`src/rtl/sl_pkg.sv`:
```
package sl_pkg;

    localparam int unsigned OVERSAMPLE = 16;
    localparam int unsigned NUM_RATES  = 8;

    typedef enum logic [2:0] {
        TX_IDLE, TX_START, TX_DATA, TX_PAR, TX_STOP
    } tx_state_e;

    typedef enum logic [2:0] {
        RX_IDLE, RX_START, RX_DATA, RX_PAR, RX_STOP
    } rx_state_e;

    typedef struct packed {
        logic [1:0] len;
        logic       par_en;
        logic       par_odd;
        logic       stop_one;
    } frame_cfg_t;

    function automatic int unsigned rate_baud(input int unsigned code);
        case (code)
            0:       return 110;
            1:       return 150;
            2:       return 300;
            3:       return 600;
            4:       return 1200;
            5:       return 2400;
            6:       return 4800;
            default: return 9600;
        endcase
    endfunction

    function automatic int unsigned rate_div(input int unsigned clk_hz, input int unsigned code);
        int unsigned b;
        int unsigned d;
        b = rate_baud(code);
        d = (clk_hz + (b * OVERSAMPLE) / 2) / (b * OVERSAMPLE);
        return (d == 0) ? 1 : d;
    endfunction

    function automatic logic [7:0] len_mask(input logic [1:0] len);
        return 8'hFF >> (2'd3 - len);
    endfunction

endpackage

```
`src/rtl/sl_baud_tick.sv`:
```
module sl_baud_tick #(
    parameter int DIV_W = 11
) (
    input  logic             clk,
    input  logic             rst_n,
    input  logic             run,
    input  logic [DIV_W-1:0] div,
    output logic             tick
);

    logic [DIV_W-1:0] cnt_q;

    assign tick = run && (cnt_q == div - DIV_W'(1));

    always_ff @(posedge clk or negedge rst_n) begin
        if (!rst_n) begin
            cnt_q <= '0;
        end else if (!run || tick) begin
            cnt_q <= '0;
        end else begin
            cnt_q <= cnt_q + DIV_W'(1);
        end
    end

    // the cycle counter never passes the selected divisor
    p_cnt_below_div_r5: assert property (@(posedge clk) disable iff (!rst_n)
        run |-> (cnt_q < div));

endmodule

```
`src/rtl/sl_tx.sv`:
```
module sl_tx
    import sl_pkg::*;
(
    input  logic       clk,
    input  logic       rst_n,
    input  frame_cfg_t cfg,
    input  logic [2:0] rate_in,
    input  logic [7:0] tx_data,
    input  logic       tx_valid,
    input  logic       tick,
    output logic       tx_ready,
    output logic       txd,
    output logic       run,
    output logic [2:0] rate_q
);

    tx_state_e  state_q, state_d;
    frame_cfg_t cfg_q;
    logic [7:0] data_q;
    logic       par_q;
    logic [4:0] ph_q;
    logic [2:0] bit_q;
    logic [4:0] last_ph;
    logic [2:0] last_bit;
    logic       seg_end;
    logic       accept;
    logic [7:0] masked;

    assign masked   = tx_data & len_mask(cfg.len);
    assign accept   = (state_q == TX_IDLE) && tx_valid;
    assign last_bit = {1'b0, cfg_q.len} + 3'd4;

    always_comb begin
        if (state_q == TX_STOP) begin
            if (cfg_q.stop_one)          last_ph = 5'd15;
            else if (cfg_q.len == 2'd0)  last_ph = 5'd23;
            else                         last_ph = 5'd31;
        end else begin
            last_ph = 5'd15;
        end
    end

    assign seg_end = tick && (ph_q == last_ph);

    always_comb begin
        state_d = state_q;
        unique case (state_q)
            TX_IDLE:  if (tx_valid) state_d = TX_START;
            TX_START: if (seg_end)  state_d = TX_DATA;
            TX_DATA:  if (seg_end && bit_q == last_bit)
                          state_d = cfg_q.par_en ? TX_PAR : TX_STOP;
            TX_PAR:   if (seg_end)  state_d = TX_STOP;
            TX_STOP:  if (seg_end)  state_d = TX_IDLE;
            default:  state_d = TX_IDLE;
        endcase
    end

    always_ff @(posedge clk or negedge rst_n) begin
        if (!rst_n) state_q <= TX_IDLE;
        else        state_q <= state_d;
    end

    always_ff @(posedge clk or negedge rst_n) begin
        if (!rst_n) begin
            cfg_q  <= '0;
            data_q <= '0;
            par_q  <= 1'b0;
            rate_q <= '0;
            ph_q   <= '0;
            bit_q  <= '0;
        end else if (accept) begin
            cfg_q  <= cfg;
            data_q <= masked;
            par_q  <= (^masked) ^ cfg.par_odd;
            rate_q <= rate_in;
            ph_q   <= '0;
            bit_q  <= '0;
        end else if (tick) begin
            ph_q <= seg_end ? 5'd0 : ph_q + 5'd1;
            if (seg_end && state_q == TX_DATA) bit_q <= bit_q + 3'd1;
        end
    end

    always_comb begin
        tx_ready = (state_q == TX_IDLE);
        run      = !tx_ready;
        unique case (state_q)
            TX_START: txd = 1'b0;
            TX_DATA:  txd = data_q[bit_q];
            TX_PAR:   txd = par_q;
            default:  txd = 1'b1;
        endcase
    end

    // an idle line is high
    p_idle_line_high_r7: assert property (@(posedge clk) disable iff (!rst_n)
        tx_ready |-> txd);

    // an accepted byte starts with a low start bit in the next cycle
    p_start_after_accept_r1: assert property (@(posedge clk) disable iff (!rst_n)
        (tx_valid && tx_ready) |=> (!txd && !tx_ready));

    // latched settings and data hold for the whole character
    p_cfg_held_r8: assert property (@(posedge clk) disable iff (!rst_n)
        (!tx_ready && $past(!tx_ready)) |-> ($stable(cfg_q) && $stable(data_q) && $stable(rate_q)));

endmodule

```
`src/rtl/sl_rx.sv`:
```
module sl_rx
    import sl_pkg::*;
(
    input  logic       clk,
    input  logic       rst_n,
    input  frame_cfg_t cfg,
    input  logic [2:0] rate_in,
    input  logic       rxd,
    input  logic       rx_ack,
    input  logic       tick,
    output logic       run,
    output logic [2:0] rate_q,
    output logic [7:0] rx_data,
    output logic       rx_valid,
    output logic       rx_par_err,
    output logic       rx_frame_err,
    output logic       rx_overrun
);

    rx_state_e  state_q, state_d;
    frame_cfg_t cfg_q;
    logic [2:0] sync_q;
    logic       line;
    logic       fall;
    logic [7:0] sh_q;
    logic       pbit_q;
    logic [4:0] ph_q;
    logic [2:0] bit_q;
    logic [2:0] last_bit;
    logic       seg_end;
    logic       start;
    logic       done;
    logic       pend_q;
    logic [1:0] out_len_q;

    assign line     = sync_q[1];
    assign fall     = sync_q[2] && !sync_q[1];
    assign start    = (state_q == RX_IDLE) && fall;
    assign last_bit = {1'b0, cfg_q.len} + 3'd4;
    assign seg_end  = tick && (ph_q == ((state_q == RX_START) ? 5'd7 : 5'd15));
    assign done     = (state_q == RX_STOP) && seg_end;

    always_comb begin
        state_d = state_q;
        unique case (state_q)
            RX_IDLE:  if (fall)    state_d = RX_START;
            RX_START: if (seg_end) state_d = line ? RX_IDLE : RX_DATA;
            RX_DATA:  if (seg_end && bit_q == last_bit)
                          state_d = cfg_q.par_en ? RX_PAR : RX_STOP;
            RX_PAR:   if (seg_end) state_d = RX_STOP;
            RX_STOP:  if (seg_end) state_d = RX_IDLE;
            default:  state_d = RX_IDLE;
        endcase
    end

    always_ff @(posedge clk or negedge rst_n) begin
        if (!rst_n) state_q <= RX_IDLE;
        else        state_q <= state_d;
    end

    always_ff @(posedge clk or negedge rst_n) begin
        if (!rst_n) begin
            sync_q <= 3'b111;
            cfg_q  <= '0;
            rate_q <= '0;
            sh_q   <= '0;
            pbit_q <= 1'b0;
            ph_q   <= '0;
            bit_q  <= '0;
        end else begin
            sync_q <= {sync_q[1:0], rxd};
            if (start) begin
                cfg_q  <= cfg;
                rate_q <= rate_in;
                sh_q   <= '0;
                ph_q   <= '0;
                bit_q  <= '0;
            end else if (tick) begin
                ph_q <= seg_end ? 5'd0 : ph_q + 5'd1;
                if (seg_end && state_q == RX_DATA) begin
                    sh_q[bit_q] <= line;
                    bit_q       <= bit_q + 3'd1;
                end
                if (seg_end && state_q == RX_PAR) pbit_q <= line;
            end
        end
    end

    always_ff @(posedge clk or negedge rst_n) begin
        if (!rst_n) begin
            rx_data      <= '0;
            rx_valid     <= 1'b0;
            rx_par_err   <= 1'b0;
            rx_frame_err <= 1'b0;
            rx_overrun   <= 1'b0;
            pend_q       <= 1'b0;
            out_len_q    <= '0;
        end else begin
            rx_valid <= done;
            if (done) begin
                rx_data      <= sh_q;
                rx_par_err   <= cfg_q.par_en && (pbit_q != ((^sh_q) ^ cfg_q.par_odd));
                rx_frame_err <= !line;
                rx_overrun   <= pend_q && !rx_ack;
                out_len_q    <= cfg_q.len;
                pend_q       <= 1'b1;
            end else if (rx_ack) begin
                pend_q <= 1'b0;
            end
        end
    end

    assign run = (state_q != RX_IDLE);

    // the completion strobe lasts a single cycle
    p_valid_pulse_r10: assert property (@(posedge clk) disable iff (!rst_n)
        rx_valid |=> !rx_valid);

    // bits above the character length read as zero
    p_upper_zero_r10: assert property (@(posedge clk) disable iff (!rst_n)
        rx_valid |-> ((rx_data & ~len_mask(out_len_q)) == 8'h00));

    // a low stop sample is reported with the character
    p_frame_flag_r11: assert property (@(posedge clk) disable iff (!rst_n)
        (done && !line) |=> (rx_valid && rx_frame_err));

    // completing over an unacknowledged character flags overrun
    p_overrun_flag_r13: assert property (@(posedge clk) disable iff (!rst_n)
        (done && pend_q && !rx_ack) |=> rx_overrun);

endmodule

```
`src/rtl/sl_unit.sv`:
```
module sl_unit
    import sl_pkg::*;
#(
    parameter int unsigned CLK_HZ = 1_843_200
) (
    input  logic       clk,
    input  logic       rst_n,
    input  logic [1:0] cfg_len,
    input  logic       cfg_par_en,
    input  logic       cfg_par_odd,
    input  logic       cfg_stop_one,
    input  logic [2:0] cfg_tx_rate,
    input  logic [2:0] cfg_rx_rate,
    input  logic [7:0] tx_data,
    input  logic       tx_valid,
    output logic       tx_ready,
    output logic       txd,
    input  logic       rxd,
    input  logic       rx_ack,
    output logic [7:0] rx_data,
    output logic       rx_valid,
    output logic       rx_par_err,
    output logic       rx_frame_err,
    output logic       rx_overrun
);

    localparam int unsigned MAX_DIV = rate_div(CLK_HZ, 0);
    localparam int DIV_W = (MAX_DIV < 2) ? 1 : $clog2(MAX_DIV + 1);

    logic [DIV_W-1:0] div_tab [NUM_RATES];

    for (genvar g = 0; g < NUM_RATES; g++) begin : g_div
        assign div_tab[g] = DIV_W'(rate_div(CLK_HZ, g));
    end

    frame_cfg_t cfg;
    assign cfg = '{len: cfg_len, par_en: cfg_par_en, par_odd: cfg_par_odd, stop_one: cfg_stop_one};

    logic       tx_run, tx_tick, rx_run, rx_tick;
    logic [2:0] tx_rate_q, rx_rate_q;

    sl_baud_tick #(.DIV_W(DIV_W)) u_tx_tick (
        .clk  (clk),
        .rst_n(rst_n),
        .run  (tx_run),
        .div  (div_tab[tx_rate_q]),
        .tick (tx_tick)
    );

    sl_baud_tick #(.DIV_W(DIV_W)) u_rx_tick (
        .clk  (clk),
        .rst_n(rst_n),
        .run  (rx_run),
        .div  (div_tab[rx_rate_q]),
        .tick (rx_tick)
    );

    sl_tx u_tx (
        .clk     (clk),
        .rst_n   (rst_n),
        .cfg     (cfg),
        .rate_in (cfg_tx_rate),
        .tx_data (tx_data),
        .tx_valid(tx_valid),
        .tick    (tx_tick),
        .tx_ready(tx_ready),
        .txd     (txd),
        .run     (tx_run),
        .rate_q  (tx_rate_q)
    );

    sl_rx u_rx (
        .clk         (clk),
        .rst_n       (rst_n),
        .cfg         (cfg),
        .rate_in     (cfg_rx_rate),
        .rxd         (rxd),
        .rx_ack      (rx_ack),
        .tick        (rx_tick),
        .run         (rx_run),
        .rate_q      (rx_rate_q),
        .rx_data     (rx_data),
        .rx_valid    (rx_valid),
        .rx_par_err  (rx_par_err),
        .rx_frame_err(rx_frame_err),
        .rx_overrun  (rx_overrun)
    );

endmodule

```
`config.mk`:
```
export PLATFORM = sky130hd
export DESIGN_NAME = sl_unit
export DESIGN_NICKNAME = d
export VERILOG_FILES = /design/src/rtl/sl_pkg.sv /design/src/rtl/sl_baud_tick.sv /design/src/rtl/sl_tx.sv /design/src/rtl/sl_rx.sv /design/src/rtl/sl_unit.sv
export SDC_FILE = /design/constraint.sdc
export NUM_CORES = 1
export LEC_CHECK = 0
export BUFFER_PORTS_ARGS = -buffer_cell sky130_fd_sc_hd__buf_2
export CAP_MARGIN = 10
export CORE_ASPECT_RATIO = 1.25
export CORE_UTILIZATION = 40
export CTS_CLUSTER_DIAMETER = 50
export DETAILED_ROUTE_END_ITERATION = 16
export GPL_TIMING_DRIVEN = 0
export PLACE_DENSITY = 0.64
export SLEW_MARGIN = 20
export SYNTH_ARGS = -nofsm -noshare
export SYNTH_HDL_FRONTEND = slang
export SYNTH_SLANG_ARGS = --single-unit
```
`constraint.sdc`:
```
create_clock -name clk -period 3.7 [get_ports clk]
set_clock_uncertainty 0.1 [all_clocks]
set_input_delay 0.37 -clock clk [delete_from_list [all_inputs] [get_ports clk]]
set_output_delay 0.37 -clock clk [all_outputs]
set_load 0.005 [all_outputs]
```
==> flow_summary.toml <==
[floorplan]
top_level_ports = 38
die_w_um = 107
die_h_um = 134
dieArea_um2 = 14400
num_rows = 47
start_util_pct = 41.5
core_um2 = 13400

[cts]
ctsHtreeMaxLevel = 3
cts.clk_slew.worst_paths_ps = 60
cts_made_buffers = 9
cts.sinks = 92
cts_tree = "yes"
cts_root_buf = "clkbuf_16"
cts_buffer_depth = 2
clkLatencyLatePin_ps = 340

[detailed_routing]
via_count = 4218
vias_per_cell = 5.29
dr.pass1.iters = 7
ant_nets = 0
wl_per_cell_um = 14.7
drc_errors = 0
wl_um = 11700
drtIter0Drc = 213

[critical_path]
slowest_delay_ps = 390
end_kind = "register"
path_buf_inv = 5
arrival_ps = 3600
start_kind = "register"
required_ps = 3860
crit_chain = "buf_6 -> inv_2 -> ha_4 -> buf_4 -> mux2i_1 -> ha_2 -> xor2_1 -> nand2_1 -> a31oi_4 -> nand4b_4 -> nor4_4 -> buf_4 -> and3_1 -> buf_4 -> and4_1 -> mux2i_1"
worstSetupPathType = "reg -> reg"
critPathTopFamily = "simple AND/OR/NAND/NOR gates"
crit_top_cell = "buf_4"
slowest_stage = "dfrtp_1"
path_max_fanout = 10

[cells_and_area]
finish.utilization_pct = 47.9
final_nets = 660
syn_to_final_growth_pct = 15.6
finalInstanceArea_um2 = 6420
drive_gt1_share_pct = 20.6
antennaDiodeCount = 0
final_cells = 798
num-fill-cells = 1247
multiInputGateArea_um2 = 3060
seqCellArea_um2 = 2310

[place]
placed_area_um2 = 5990
dp_cells = 774
gp_congestion = 0.842
portBuffers = 37
post-place-ws_ps = -41.5
hpwl_um = 8560

[sta]
fin_ws_ps = 263
worst_slew_pin_slew_ps = 657
period_share_pct = 92.9
timing.hold.ws_ps = 29.1
fmax_mhz = 291
period_needed_ps = 3440
max_slew_margin_pct = 56.2
finalHoldViolCount = 0
fin_setup_tns_ps = 0
setup_viol = 0
drv_slew = 0

[logic_synthesis]
synthesis.area_um2 = 5560
yosys_warnings = 0
synth-seq-cells = 92
synthXorXnorAreaFrac_pct = 10.4
synth_compound_area_share_pct = 8.33
syn_area_per_cell_um2 = 9.84
async_reset_ff_share_pct = 100
synth_edf_count = 0
synth_ff_type = "dfrtp_1"
yosysSeqAreaShare_pct = 41.5
synth_top_family_by_area = "simple AND/OR/NAND/NOR gates"
synth_fa_ha_area_share_pct = 3.15
synthMuxAreaShare_pct = 9.54
syn_nets = 603
synth.distinct_cells = 67
synth-simple-area-share_pct = 23.0
synthCells = 565

[min_path]
hp-class = "in -> reg"

[grt]
grt_max_degree = 69
grt_pass1_wl_um = 20100
gr-total-overflow = 0
grt_use_total_pct = 17.5
antenna_found_initial = 0
grt_pass1_vias = 4411

[power_and_ir_drop]
leakage_nw = 2.87
power.density_nw_per_um2 = 588
total_power_mw = 3.78
ir_drop_mv = 0.296

[job]
maxCapViolCount = 0

[outcome]
status = "finished clean"
routing by layer:
metal	share of wire, %	GRT usage [%]
met1	43	20.4
met2	53	31.9
met3	2.3	3.16
met4	1.7	6.24
met5	0	0
final timing paths:
check	start	end	slack (ps)	cells past startpoint
max in group asynchronous	rst_n	u_rx.sync_q[2]	2500	3
worst min-delay path	rxd	u_rx.sync_q[0]	30	1
worst max register to register	u_rx.rate_q[1]	u_rx.sh_q[3]	260	16
min in group asynchronous	rst_n	u_tx.ph_q[2]	350	2
worst min register to register	u_rx.sync_q[0]	u_rx.sync_q[1]	260	0
worst max-delay path	u_rx.rate_q[1]	u_rx.sh_q[3]	260	16
flip-flops by register name (all words and copies together) (netlist names), 3 cells and up:
register / flops
u_rx.cfg_q: 4
u_rx.sync_q: 3
u_rx.rx_data: 8
u_rx_tick.cnt_q: 11
u_tx.state_q: 3
u_tx.bit_q: 3
u_rx.sh_q: 8
u_tx.data_q: 8
u_tx.rate_q: 3
u_rx.state_q: 3
u_tx.cfg_q: 4
u_rx.ph_q: 5
u_tx.ph_q: 5
u_rx.rate_q: 3
u_rx.bit_q: 3
u_tx_tick.cnt_q: 11
where the power goes:
part           switching, mW  internal, mW
clock                  0.384         0.610
combinational          0.808         0.664
sequential             0.163          1.15
total                   1.35          2.43
final cells by class:
type | count | share of cell area [%]
sequential | 92 | 35.9
buffer | 26 | 2.65
tap | 171 | 3.33
clock buffer | 10 | 3.72
timing repair buffer | 46 | 4.38
clock inverter | 6 | 1.34
inverter | 17 | 0.993
multi-input combinational | 430 | 47.7
cells in the final DEF (no fill, tap or decap), types with 3 or more instances in the layout:
| cell | count |
|---|---|
| dfrtp_1 | 89 |
| dfstp_2 | 3 |
| buf_4 | 11 |
| mux2_2 | 14 |
| inv_1 | 15 |
| and2_1 | 4 |
| or3_1 | 4 |
| buf_2 | 38 |
| o21ai_2 | 3 |
| nor3_1 | 10 |
| nor2b_1 | 8 |
| o22ai_1 | 4 |
| xnor2_1 | 39 |
| and3_1 | 7 |
| o211ai_1 | 4 |
| nand2_1 | 63 |
| nand3b_1 | 9 |
| nor2_1 | 57 |
| nand4_1 | 9 |
| nand2b_1 | 5 |
| nor4_1 | 3 |
| a31oi_1 | 4 |
| a22o_1 | 5 |
| clkbuf_1 | 10 |
| mux2_4 | 9 |
| xor2_1 | 26 |
| and3b_1 | 4 |
| or2_1 | 3 |
| nand4b_1 | 3 |
| buf_6 | 5 |
| mux2i_1 | 17 |
| o21ai_0 | 23 |
| nor4_2 | 3 |
| clkbuf_16 | 9 |
| nand3_1 | 28 |
| a21oi_1 | 9 |
| ha_1 | 12 |
| o21ai_1 | 4 |
Yosys cell counts, types with 5 or more instances:
cell | n | area, um^2
xor2_1 | 26 | 228
nor2b_1 | 9 | 56.3
inv_1 | 16 | 60.1
ha_1 | 14 | 175
clkbuf_1 | 10 | 37.5
mux2i_1 | 17 | 170
xnor2_1 | 40 | 350
nor2_1 | 57 | 214
buf_2 | 5 | 25.0
dfrtp_1 | 89 | 2230
a22o_1 | 5 | 43.8
nand3_1 | 28 | 140
nand4_1 | 9 | 56.3
o21ai_0 | 23 | 115
mux2_2 | 14 | 158
a21oi_1 | 9 | 45.0
nand3b_1 | 9 | 67.6
mux2_4 | 9 | 135
nor3_1 | 10 | 50.1
nand2_1 | 64 | 240
and3_1 | 7 | 43.8
nand2b_1 | 5 | 31.3
cell families (layout without fill, tap and decap cells):
group	after synthesis	after routing
buffers and inverters	43	105
multiplexers	44	44
XOR/XNOR	66	66
AO/OA/AOI/OAI	69	69
flip-flops	92	92
AND/OR/NAND/NOR	237	237
adder cells (fa/ha/maj)	14	14
repair_timing:
action                                  CTS  global route
endpoints found under the setup margin    8            49
gates resized for setup                   0            12
endpoints found under the hold margin    24             0
pin swaps                                 1             5
gates cloned                              0             0
hold buffers                              1             0
buffers inserted                          1             6
Power figures use the tool's default switching activity.
